--- src/rtl/ar_pkg.sv ---
// Package: shared types and helpers for the key auto-repeat generator.
// Assumes: nothing beyond IEEE 1800-2017 elaboration-time functions.
package ar_pkg;

    // Controller phases: waiting for a press, timing the hold delay, repeating.
    typedef enum logic [1:0] {
        AR_IDLE   = 2'd0,
        AR_HOLD   = 2'd1,
        AR_REPEAT = 2'd2
    } ar_state_e;

    // Larger of two integers, used to size the shared counter.
    function automatic int ar_max(input int a, input int b);
        return (a > b) ? a : b;
    endfunction

endpackage

--- src/rtl/ar_tick_counter.sv ---
// Module: ar_tick_counter
// Counts timebase ticks for both the hold delay and the repeat interval.
// Assumes: clr has priority over inc; the count saturates at all-ones so it
// never wraps back into a small value that would fake an elapsed period.
module ar_tick_counter #(
    parameter int CNT_W = 12
) (
    input  logic             clk,
    input  logic             rst_n,
    input  logic             clr,
    input  logic             inc,
    output logic [CNT_W-1:0] count
);
    localparam logic [CNT_W-1:0] CNT_MAX = '1;

    logic [CNT_W-1:0] count_q;

    // Clear, advance on tick, or hold the tick count.
    always_ff @(posedge clk) begin
        if (!rst_n) begin
            count_q <= '0;
        end else if (clr) begin
            count_q <= '0;
        end else if (inc && (count_q != CNT_MAX)) begin
            count_q <= count_q + 1'b1;
        end
    end

    assign count = count_q;

    // a clear request always empties the count on the next cycle.
    assert_clear_R5: assert property (@(posedge clk) disable iff (!rst_n)
        clr |=> (count_q == '0));

    // an advance request moves the count up by exactly one.
    assert_step_R4: assert property (@(posedge clk) disable iff (!rst_n)
        (inc && !clr && (count_q != CNT_MAX)) |=> (count_q == $past(count_q) + 1'b1));

endmodule

--- src/rtl/ar_rate_decode.sv ---
// Module: ar_rate_decode
// Converts the repeat-rate setting into a period length in ticks:
// period = (rate + 1) * BASE_TICKS.
// Assumes: CNT_W is wide enough for (2**RATE_W) * BASE_TICKS.
module ar_rate_decode #(
    parameter int RATE_W     = 4,
    parameter int BASE_TICKS = 100,
    parameter int CNT_W      = 12
) (
    input  logic [RATE_W-1:0] rate,
    output logic [CNT_W-1:0]  period
);
    localparam bit BASE_POW2  = ((BASE_TICKS & (BASE_TICKS - 1)) == 0);
    localparam int BASE_SHIFT = $clog2(BASE_TICKS);

    logic [CNT_W:0] steps;

    // Number of base steps in one period.
    always_comb steps = (CNT_W+1)'(rate) + 1'b1;

    generate
        if (BASE_POW2) begin : g_shift
            // A power-of-two base step needs only a shift.
            always_comb period = CNT_W'(steps << BASE_SHIFT);
        end else begin : g_mult
            // Any other base step uses a constant multiply.
            always_comb period = CNT_W'(steps * (CNT_W+1)'(BASE_TICKS));
        end
    endgenerate

endmodule

--- src/rtl/ar_ctrl.sv ---
// Module: ar_ctrl
// Phase controller: emits the press event, times the hold delay, then
// emits one repeat event per elapsed period while the key stays down.
// Assumes: tick and key_held are synchronous to clk; period >= 1.
module ar_ctrl
    import ar_pkg::*;
#(
    parameter int HOLD_TICKS = 2000,
    parameter int CNT_W      = 12
) (
    input  logic             clk,
    input  logic             rst_n,
    input  logic             tick,
    input  logic             key_held,
    input  logic [CNT_W-1:0] cnt,
    input  logic [CNT_W-1:0] period,
    output logic             cnt_clr,
    output logic             cnt_inc,
    output logic             key_event
);
    localparam logic [CNT_W-1:0] HOLD_LAST = CNT_W'(HOLD_TICKS - 1);

    ar_state_e state_q, state_d;
    logic      fire;
    logic      event_q;
    logic [CNT_W-1:0] period_last;

    // Last count value of the current repeat period.
    always_comb period_last = period - 1'b1;

    // Next phase, counter control and event decision.
    always_comb begin
        state_d = state_q;
        cnt_clr = 1'b0;
        cnt_inc = 1'b0;
        fire    = 1'b0;
        if (!key_held) begin
            state_d = AR_IDLE;
            cnt_clr = 1'b1;
        end else begin
            unique case (state_q)
                AR_IDLE: begin
                    state_d = AR_HOLD;
                    cnt_clr = 1'b1;
                    fire    = 1'b1;
                end
                AR_HOLD: begin
                    if (tick) begin
                        if (cnt >= HOLD_LAST) begin
                            state_d = AR_REPEAT;
                            cnt_clr = 1'b1;
                            fire    = 1'b1;
                        end else begin
                            cnt_inc = 1'b1;
                        end
                    end
                end
                AR_REPEAT: begin
                    if (tick) begin
                        if (cnt >= period_last) begin
                            cnt_clr = 1'b1;
                            fire    = 1'b1;
                        end else begin
                            cnt_inc = 1'b1;
                        end
                    end
                end
                default: begin
                    state_d = AR_IDLE;
                    cnt_clr = 1'b1;
                end
            endcase
        end
    end

    // Phase register and registered event pulse.
    always_ff @(posedge clk) begin
        if (!rst_n) begin
            state_q <= AR_IDLE;
            event_q <= 1'b0;
        end else begin
            state_q <= state_d;
            event_q <= fire;
        end
    end

    assign key_event = event_q;

    // reset keeps the event output low.
    assert_reset_quiet_R1: assert property (@(posedge clk)
        !rst_n |=> !key_event);

    // a press from idle always produces an event next cycle.
    assert_press_event_R2: assert property (@(posedge clk) disable iff (!rst_n)
        (state_q == AR_IDLE && key_held) |=> key_event);

    // no event while the hold delay is still running.
    assert_hold_no_early_R3: assert property (@(posedge clk) disable iff (!rst_n)
        (state_q == AR_HOLD && key_held && cnt < HOLD_LAST) |=> !key_event);

    // a sampled release silences the output next cycle.
    assert_release_quiet_R5: assert property (@(posedge clk) disable iff (!rst_n)
        !key_held |=> !key_event);

    // after the press, events need a tick.
    assert_needs_tick_R7: assert property (@(posedge clk) disable iff (!rst_n)
        (state_q != AR_IDLE && !tick) |=> !key_event);

endmodule

--- src/rtl/key_autorepeat.sv ---
// Module: key_autorepeat (top)
// Key auto-repeat generator: one event on press, a repeat after a fixed
// hold delay, then one event per user-selected interval until release.
// Assumes: tick is a one-cycle enable from a slow timebase (4 kHz default),
// all inputs synchronous to clk, reset synchronous and active low.
module key_autorepeat
    import ar_pkg::*;
#(
    parameter int HOLD_TICKS = 2000,
    parameter int BASE_TICKS = 100,
    parameter int RATE_W     = 4
) (
    input  logic              clk,
    input  logic              rst_n,
    input  logic              tick,
    input  logic              key_held,
    input  logic [RATE_W-1:0] rate_sel,
    output logic              key_event
);
    localparam int RATE_STEPS = 1 << RATE_W;
    localparam int LONGEST    = ar_max(HOLD_TICKS, RATE_STEPS * BASE_TICKS);
    localparam int CNT_W      = $clog2(LONGEST + 1);

    logic [CNT_W-1:0] cnt;
    logic [CNT_W-1:0] period;
    logic             cnt_clr;
    logic             cnt_inc;

    ar_rate_decode #(
        .RATE_W     (RATE_W),
        .BASE_TICKS (BASE_TICKS),
        .CNT_W      (CNT_W)
    ) u_rate (
        .rate   (rate_sel),
        .period (period)
    );

    ar_tick_counter #(
        .CNT_W (CNT_W)
    ) u_cnt (
        .clk   (clk),
        .rst_n (rst_n),
        .clr   (cnt_clr),
        .inc   (cnt_inc),
        .count (cnt)
    );

    ar_ctrl #(
        .HOLD_TICKS (HOLD_TICKS),
        .CNT_W      (CNT_W)
    ) u_ctrl (
        .clk       (clk),
        .rst_n     (rst_n),
        .tick      (tick),
        .key_held  (key_held),
        .cnt       (cnt),
        .period    (period),
        .cnt_clr   (cnt_clr),
        .cnt_inc   (cnt_inc),
        .key_event (key_event)
    );

endmodule

--- config.mk ---
export PLATFORM = sky130hd
export DESIGN_NAME = key_autorepeat
export DESIGN_NICKNAME = d
export VERILOG_FILES = /design/src/rtl/ar_pkg.sv /design/src/rtl/ar_tick_counter.sv /design/src/rtl/ar_rate_decode.sv /design/src/rtl/ar_ctrl.sv /design/src/rtl/key_autorepeat.sv
export SDC_FILE = /design/constraint.sdc
export NUM_CORES = 1
export LEC_CHECK = 0
export BUFFER_PORTS_ARGS = -buffer_cell sky130_fd_sc_hd__buf_2
export CORE_ASPECT_RATIO = 0.75
export CORE_UTILIZATION = 60
export DETAILED_ROUTE_END_ITERATION = 7
export PLACE_DENSITY = 0.82
export SLEW_MARGIN = 20
export SYNTH_ARGS = -nofsm -noshare
export SYNTH_HDL_FRONTEND = slang
export SYNTH_SLANG_ARGS = --single-unit
--- constraint.sdc ---
create_clock -name clk -period 11.1 [get_ports clk]
set_input_delay 1.11 -clock clk [delete_from_list [all_inputs] [get_ports clk]]
set_output_delay 1.11 -clock clk [all_outputs]
set_load 0.02 [all_outputs]
==> impl_metrics.csv, run 1 <==
group,metric,value,unit
layout,stdcell_count,243,
grt,overflow,0,
critical_path,crit_fanout,20,
sta,hold_violations,0,
yosys,ys_top_cells_by_count,"29 x ha_1, 21 x inv_1, 18 x o211ai_1, 14 x dfxtp_1, 14 x nand3_1",
layout,fin_util,0.680,
yosys,synth_warnings,0,
layout,nets,245,
critical_path,crit_chain,"buf_2, ha_1, and3_1, ha_1, inv_1, ha_1, ha_1, ha_1, xor2_1, nor4bb_1, xnor2_1, ha_1, and4_1, and4bb_4, a2111oi_2, buf_4, o21ai_0, a211oi_1",
yosys,synth.avg_cell_area,8.30,sq um
grt,grt_usage,0.274,
grt,antenna_found_initial,0,
power,leakage,0.682,nW
critical_path,r2r_slack,8.63,ns
clocking,cts_buffers,3,
clocking,cts_setup_buffers,0,
min_path,hold_depth,2,
yosys,syn_inst,201,
yosys,ys_ff_latch,14,
sta,hold_slack,0.484,ns
layout,multi_input_area,1280,sq um
clocking,cts.sink_count,14,
yosys,synth.area.top_cells,"ha_1 22%, dfxtp_1 17%, o211ai_1 8.1%",
power,peakVddDrop,52.4,uV
sta,min_period,5.43,ns
detailed_routing,via_count,1563,
die,dieArea,3000,sq um
critical_path,crit_slowest_cell,"nor4bb_1",
yosys,ys_seq_area_frac,0.168,
die,die_x,62.9,um
detailed_routing,dr.pass1.iters,4,
detailed_routing,wire_per_inst,15.7,um
clocking,clk_pin_slew,0.06,ns
yosys,yosysUniqueCellTypes,38,
clocking,cts_resized,0,
die,start_util,0.636,
layout,n_antenna_cell,0,
yosys,synth-main-ff-cell,"dfxtp_1",
grt,grt_first_pass_wirelength,6180,um
min_path,min_from,"u_cnt.count[10]",
sta,finalSetupViolCount,0,
layout,area_growth,6.98,%
clocking,cts_tree,"done",
die,core_area,2620,sq um
clocking,clkLatencyLatePin,0.25,ns
sta,grt_setup_unrepaired,"false",
grt,grt_pass1_vias,1295,
grt,grt_max_degree,21,
yosys,synth_edf_count,0,
min_path,hp-class,"reg -> reg",
yosys,synth_nets,238,
die,die_y,47.7,um
detailed_routing,finalWirelength,3820,um
placed_design,dp_hpwl,3080,um
placed_design,post-place-cells,239,
critical_path,slowest_delay,0.37,ns
clocking,clockBufferDepth,2,
yosys,post-synth-top-area-cell,"ha_1",
sta,slew_viol_final,0,
critical_path,critPathCaptureType,"flop",
clocking,htreeDepth,1,
layout,drive_gt1_frac,0.0870,
sta,post-route-period-util,0.490,
yosys,synthesis.area,1670,sq um
critical_path,crit_arrival,5.58,ns
critical_path,crit_required,11.25,ns
detailed_routing,viasPerCell,6.43,
die,rows,16,
placed_design,io_buffers,8,
yosys,synth_top_cell_area_share,0.218,
layout,fillers,208,
critical_path,crit_top_cell,"ha_1",
run,maxCapViolCount,0,
yosys,async_flop_share,0,
critical_path,rr_startpoint,"u_cnt.count[0]",
sta,fin_skew,0.000895,ns
run_status,status,"finished clean",
placed_design,gp_congestion,0.959,
die,pin_count,9,
layout,seqCellArea,280,sq um
min_path,min_to,"u_cnt.count[10]",
power,p_per_area,85.8,nW/um^2
detailed_routing,drtIter0Drc,152,
clocking,hold_buffers,0,
critical_path,r2r_cells,6,
sta,fmax,184,MHz
critical_path,r2r-end,"u_cnt.count[5]",
sta,setup_tns,0,ns
critical_path,worst_setup_path_start_kind,"input pin",
sta,max_slew_margin,0.403,
clocking,cts_root_buffer,"clkbuf_8",
critical_path,critPathKind,"in -> reg",
detailed_routing,ant_nets,0,
yosys,yosysMostFrequentCell,"ha_1",
detailed_routing,drcViolationCount,0,
sta,worst_slew_pin_slew,0.881,ns
-- metrics by stage --
stage          area, sq um  power, mW  setup slack, ns
6_report              1780      0.153             5.67
5_1_grt               1780      0.164             5.43
3_3_place_gp          1730     0.0997             5.67
4_1_cts               1780      0.154             5.66
2_1_floorplan         1670     0.0913             5.83
3_5_place_dp          1730      0.103             5.40
-- worst max-delay path: cells and delay by family --
kind / cells / cell delay, ns
adders and majority gates: 6 / 1.69
and+or+nand+nor: 4 / 1.04
AOI/OAI and AO/OA: 3 / 0.81
buffers and inverters: 3 / 0.50
xor gates and xnor gates: 2 / 0.41
-- cells in the final DEF (no fill, tap or decap), types with 4 or more instances in the layout --
cell type,instances
nand3_1,14
o211ai_1,18
a21oi_1,12
o21ai_0,6
xor2_1,9
nand2_1,10
ha_1,29
clkbuf_8,4
dfxtp_1,14
xnor2_1,7
nor3_1,5
inv_1,21
nor2_1,5
buf_2,8
a211oi_1,8
mux2i_1,8
-- power breakdown --
group | switching [mW] | leakage, nW | internal (mW) | total, mW
logic | 0.0296 | 0.540 | 0.0224 | 0.0521
clock network | 0.0185 | 0.0288 | 0.0314 | 0.0499
registers | 0.000326 | 0.113 | 0.0508 | 0.0511
total | 0.0485 | 0.682 | 0.105 | 0.153
-- kinds of logic (layout without fill, tap and decap cells) --
logic type	count (synthesis)	count (layout)	share of synthesized area
flops	14	14	0.168
simple gates	50	50	0.165
mux	8	8	0.0480
xor+xnor	16	16	0.0840
fa+ha+maj	29	29	0.218
compound gates	56	56	0.249
buf+inv	28	34	0.0683
-- state kept, by name, summed over array words and instances (netlist names) --
signal            flops
u_cnt.count          11
u_ctrl.state_q        2
u_ctrl.key_event      1
-- layer usage --
layer,vias up,track usage,wire (um),part of all wire
met5,-,0,0,0
met4,0,0.112,23,0.0060
met3,4,0.0810,286,0.075
met2,60,0.437,1770,0.46
met1,731,0.355,1740,0.46
li1,768,-,-,-
-- how the worst max path moves through the flow --
stage | from | endpoint | depth (start not counted)
floorplan | rate_sel[0] | u_cnt.count[4] | 17
global placement | rate_sel[0] | u_cnt.count[2] | 17
detailed placement | rate_sel[0] | u_cnt.count[5] | 18
CTS | rate_sel[0] | u_cnt.count[5] | 18
global route | rate_sel[0] | u_cnt.count[5] | 18
finish | rate_sel[0] | u_cnt.count[5] | 18
-- area by class of cell --
cell class | count | share of cell area
Clock buffer | 4 | 0.0309
Inverter | 21 | 0.0442
Multi-Input combinational cell | 159 | 0.716
Sequential cell | 14 | 0.157
Tap cell | 36 | 0.0252
Timing Repair Buffer | 9 | 0.0266
Note: power is estimated with default switching activity, not from simulation.
==> inputs of run 2 (changes only) <==
==> constraint.sdc (replaced) <==
create_clock -name clk -period 5.1 [get_ports clk]
set_input_delay 0.51 -clock clk [delete_from_list [all_inputs] [get_ports clk]]
set_output_delay 0.51 -clock clk [all_outputs]
set_load 0.02 [all_outputs]
==> impl_metrics.csv, run 2 (synthesis results as in run 1) <==
group,metric,value,unit
run_status,status,"finished clean",
clocking,clockBufferDepth,2,
die,dieArea,3000,sq um
power,leakage,0.683,nW
min_path,min_to,"u_cnt.count[10]",
power,p_sw_frac,0.318,
power,pwr-share-seq,0.332,
placed_design,gp_congestion,0.937,
grt,grt_pass1_vias,1306,
detailed_routing,drtIter0Drc,129,
power,switchingPower,107,uW
critical_path,slowest_delay,0.51,ns
clocking,cts_tree,"done",
detailed_routing,dr.pass1.iters,4,
layout,final_common_cell,"ha_1",
die,core_area,2620,sq um
critical_path,r2r_slack,2.55,ns
detailed_routing,drcViolationCount,0,
power,p_per_area,187,nW/um^2
critical_path,worst_setup_path_start_kind,"input pin",
sta,finalSetupViolCount,0,
critical_path,critPathCaptureType,"flop",
sta,max_slew_margin,0.383,
clocking,clkLatencyLatePin,0.25,ns
critical_path,rr_startpoint,"u_cnt.count[0]",
sta,grt_setup_unrepaired,"false",
layout,final_cell_mix,"29 x ha_1, 21 x inv_1, 18 x o211ai_1",
die,pin_count,9,
layout,largest_reg_flops,11,
critical_path,cp-startpoint,"rate_sel[0]",
clocking,cts_buffers,3,
grt,grt_usage,0.271,
clocking,hold_buffers,0,
placed_design,io_buffers,8,
clocking,htreeDepth,1,
sta,setup_tns,0,ns
critical_path,crit_arrival,4.95,ns
grt,overflow,0,
die,rows,16,
layout,area_growth,7.35,%
power,peakVddDrop,105,uV
power,pwr-share-comb,0.341,
critical_path,critical-path-top-delay-family,"adder cells",
critical_path,critPathKind,"in -> reg",
placed_design,place_area,1730,sq um
critical_path,r2r-end,"u_cnt.count[5]",
clocking,cts_root_buffer,"clkbuf_8",
min_path,min_from,"u_cnt.count[10]",
sta,hold_violations,0,
die,start_util,0.636,
grt,grt_max_degree,21,
detailed_routing,via_count,1555,
run,maxCapViolCount,0,
grt,grt_first_pass_wirelength,6180,um
die,die_x,62.9,um
layout,design_area,1790,sq um
detailed_routing,finalWirelength,3900,um
layout,n_antenna_cell,0,
power,p_total,335,uW
power,power_frac_clock,0.327,
clocking,clk_pin_slew,0.06,ns
critical_path,crit_required,5.27,ns
sta,slew_viol_final,0,
power,p_int,228,uW
critical_path,r2r_cells,6,
critical_path,path_buf_inv,2,
clocking,cts.sink_count,14,
sta,post-route-period-util,0.936,
layout,drive_gt1_frac,0.0918,
sta,worst_slew_pin_slew,0.911,ns
sta,fmax,209,MHz
placed_design,dp_hpwl,3080,um
sta,min_period,4.77,ns
detailed_routing,viasPerCell,6.40,
min_path,hold_depth,2,
critical_path,crit_fanout,9,
min_path,hp-class,"reg -> reg",
critical_path,crit_slowest_cell,"a2111o_1",
detailed_routing,ant_nets,0,
sta,fin_skew,0.00544,ns
grt,antenna_found_initial,0,
detailed_routing,wire_per_inst,16.0,um
critical_path,crit_chain,"buf_2, inv_1, ha_1, xor2_1, ha_1, ha_1, ha_1, nor3_1, nor4bb_2, xnor2_1, ha_1, and4_1, and4bb_4, a2111o_1, a2111oi_4, mux2i_1",
critical_path,crit_top_cell,"ha_1",
layout,nets,245,
die,die_y,47.7,um
-- run 2: changes by cell type in the layout (fill, tap and decap cells not counted) --
cell,change
nor4bb_2,+1
nor4bb_1,-1
-- run 2: final cells by class --
class / instances / area [sq um]
Clock buffer: 4 / 55.1
Fill cell: 217 / 832
Inverter: 21 / 78.8
Multi-Input combinational cell: 159 / 1280
Sequential cell: 14 / 280
Tap cell: 36 / 45.0
Timing Repair Buffer: 9 / 47.5
-- run 2: worst register-to-register path: cells and delay by family, from the launching register on --
| family | cells | cell delay (ns) |
|---|---|---|
| AO/OA/AOI/OAI | 5 | 1.64 |
| flip-flops | 1 | 0.46 |
| adder cells (fa/ha/maj) | 1 | 0.32 |
-- run 2: repair_timing --
| action | 4_1_cts | 5_1_grt |
|---|---|---|
| setup endpoints to repair | 0 | 2 |
| resized for setup | 0 | 1 |
| buffers inserted | 0 | 0 |
-- run 2: metrics by stage --
| stage | std cells | hold WS, ns | utilization | setup slack (ns) |
|---|---|---|---|---|
| floorplan | 201 | 0.443 | - | 0.429 |
| global placement | 239 | 0.474 | 0.658 | 0.253 |
| detailed placement | 239 | 0.482 | 0.658 | 0.0672 |
| CTS | 243 | 0.489 | 0.679 | 0.335 |
| global route | 243 | 0.497 | 0.683 | 0.0397 |
| finish | 243 | 0.491 | 0.683 | 0.326 |
-- run 2: power by group through the flow --
stage	combinational [mW]	clock [mW]	sequential (mW)
finish	0.114	0.110	0.111
global route	0.130	0.116	0.111
global placement	0.104	0	0.114
detailed placement	0.112	0	0.114
CTS	0.112	0.112	0.111
floorplan	0.0845	0	0.114
-- run 2: worst max-delay path by stage --
stage | endpoint | depth (start not counted)
after floorplan | u_cnt.count[4] | 17
after global placement | u_cnt.count[4] | 17
after detailed placement | u_cnt.count[5] | 17
after CTS | u_cnt.count[5] | 17
after global routing | u_cnt.count[8] | 17
final | u_cnt.count[4] | 16
-- run 2: metal layers --
layer / up-vias / part of all wire / wire length [um] / global-route usage
li1: 766 / - / - / -
met2: 59 / 0.43 / 1690 / 0.445
met4: 0 / 0.0010 / 4 / 0.0186
met1: 728 / 0.50 / 1940 / 0.385
met3: 2 / 0.065 / 253 / 0.0548
met5: - / 0 / 0 / 0
==> inputs of run 3 (changes only) <==
--- a/config.mk
+++ b/config.mk
@@ -7,9 +7,9 @@
 export LEC_CHECK = 0
 export BUFFER_PORTS_ARGS = -buffer_cell sky130_fd_sc_hd__buf_2
 export CORE_ASPECT_RATIO = 0.75
-export CORE_UTILIZATION = 60
+export CORE_UTILIZATION = 55
 export DETAILED_ROUTE_END_ITERATION = 7
-export PLACE_DENSITY = 0.82
+export PLACE_DENSITY = 0.8
 export SLEW_MARGIN = 20
 export SYNTH_ARGS = -nofsm -noshare
 export SYNTH_HDL_FRONTEND = slang
==> constraint.sdc (replaced) <==
create_clock -name clk -period 4.05 [get_ports clk]
set_input_delay 0.405 -clock clk [delete_from_list [all_inputs] [get_ports clk]]
set_output_delay 0.405 -clock clk [all_outputs]
set_load 0.02 [all_outputs]
==> impl_metrics.csv, run 3 (synthesis results as in run 1) <==
group,metric,value,unit
run_status,status,"finished with violations",
run_status,violations,"setup timing",
critical_path,crit_arrival,4.33,ns
layout,final_cell_mix,"19 x buf_4, 18 x inv_1, 18 x o211ai_1, 18 x ha_1, 14 x dfxtp_1",
layout,final_common_cell,"buf_4",
sta,fmax,241,MHz
placed_design,pre_cts_ws,-0.336,ns
min_path,hp-class,"in -> reg",
clocking,clk_pin_slew,0.06,ns
detailed_routing,drcViolationCount,0,
sta,setup_slack,-0.0997,ns
critical_path,worst_setup_path_start_kind,"input pin",
sta,hold_violations,0,
sta,post-route-period-util,1.02,
clocking,cts_buffers,3,
die,dieArea,3260,sq um
detailed_routing,drtIter0Drc,226,
detailed_routing,via_count,1822,
layout,area_growth,38.3,%
clocking,cts_tree,"done",
min_path,min_from,"rst_n",
detailed_routing,wire_per_inst,21.3,um
grt,grt_first_pass_wirelength,7960,um
grt,grt_pass1_vias,1736,
critical_path,critPathKind,"in -> reg",
sta,grt_setup_unrepaired,"true",
die,rows,16,
clocking,cts_root_buffer,"clkbuf_8",
clocking,clockBufferDepth,2,
detailed_routing,viasPerCell,6.85,
detailed_routing,ant_nets,0,
clocking,clkLatencyLatePin,0.25,ns
placed_design,gp_congestion,0.862,
layout,largest_reg_flops,11,
die,die_y,49.7,um
layout,nets,268,
layout,fin_util,0.841,
placed_design,io_buffers,8,
placed_design,dp_hpwl,3460,um
layout,design_area,2310,sq um
min_path,hold_depth,3,
die,die_x,65.6,um
grt,grt_usage,0.324,
clocking,htreeDepth,1,
layout,drive_gt1_frac,0.296,
critical_path,rr_startpoint,"u_cnt.count[0]",
sta,hold_slack,0.502,ns
power,p_per_area,246,nW/um^2
critical_path,critPathCaptureType,"flop",
grt,grt_max_degree,17,
critical_path,crit_fanout,7,
power,leakage,0.851,nW
critical_path,r2r_slack,1.20,ns
layout,n_antenna_cell,0,
critical_path,crit_required,4.23,ns
sta,fin_skew,0.000992,ns
sta,min_period,4.15,ns
clocking,cts.sink_count,14,
sta,slew_viol_final,0,
min_path,min_to,"u_ctrl.state_q[0]",
run,maxCapViolCount,0,
sta,finalSetupViolCount,10,
critical_path,r2r-end,"u_cnt.count[10]",
grt,overflow,0,
detailed_routing,finalWirelength,5670,um
sta,worst_slew_pin_slew,1.08,ns
die,core_area,2740,sq um
detailed_routing,dr.pass1.iters,5,
placed_design,place_area,2010,sq um
sta,max_slew_margin,0.278,
power,peakVddDrop,170,uV
grt,antenna_found_initial,0,
die,pin_count,9,
die,start_util,0.608,
critical_path,r2r_cells,6,
## run 3: cell count changes in the layout (fill, tap and decap cells not counted), moves of 3 or more
cell / before / now
buf_4: 1 / 19
ha_4: 0 / 10
inv_1: 21 / 18
buf_6: 0 / 4
xor2_1: 9 / 5
buf_2: 8 / 5
ha_1: 29 / 18
## run 3: final cells by class
type / count / area, sq um
Multi-Input combinational cell: 159 / 1550
Fill cell: 142 / 435
Timing Repair Buffer: 32 / 293
Sequential cell: 14 / 280
Inverter: 21 / 81.3
Clock buffer: 4 / 55.1
Tap cell: 36 / 45.0
## run 3: worst max-delay path, stage by stage
cell       delay (ns)
buf_12           0.11
ha_4             0.18
and3_4           0.17
ha_4             0.27
inv_4            0.03
ha_4             0.23
ha_4             0.24
ha_4             0.28
xor2_2           0.16
nor4bb_4         0.32
xnor2_1          0.11
ha_1             0.31
and4_4           0.16
and4bb_4         0.19
a2111o_1         0.55
a2111oi_4        0.35
mux2i_1          0.24
## run 3: how the worst max path moves through the flow
stage           startpoint        endpoint  slack, ns
5_1_grt        rate_sel[0]  u_cnt.count[4]      -0.21
3_5_place_dp   rate_sel[1]  u_cnt.count[2]      -0.34
4_1_cts        rate_sel[1]  u_cnt.count[4]     -0.009
3_3_place_gp   rate_sel[0]  u_cnt.count[4]      -0.19
6_report       rate_sel[0]  u_cnt.count[4]       -0.1
2_1_floorplan  rate_sel[0]  u_cnt.count[4]      -0.02
## run 3: routing by layer
metal,track usage,vias to the layer above,routed length [um]
li1,-,809,-
met3,0.0856,41,635
met4,0.116,0,340
met1,0.419,838,2170
met2,0.514,134,2530
met5,0,-,0
## run 3: per-stage QoR
stage | instances | total power [mW] | TNS, ns
final | 266 | 0.568 | -0.445
after floorplan | 201 | 0.290 | -0.0182
after global placement | 258 | 0.354 | -1.81
after CTS | 264 | 0.542 | -0.00944
after detailed placement | 258 | 0.369 | -3.14
after global routing | 266 | 0.589 | -1.87
## run 3: power breakdown
| group | total, mW | switching, mW | internal, mW | leakage (nW) |
|---|---|---|---|---|
| combinational | 0.285 | 0.136 | 0.148 | 0.709 |
| clock | 0.143 | 0.0563 | 0.0864 | 0.0288 |
| sequential | 0.140 | 0.00111 | 0.139 | 0.113 |
| total | 0.568 | 0.194 | 0.374 | 0.851 |
## run 3: timing repair
action,4_1_cts,5_1_grt
pin swaps,16,19
setup buffers,2,2
gates cloned,0,1
resized for setup,22,12
hold buffers,0,0
endpoints found under the setup margin,7,12
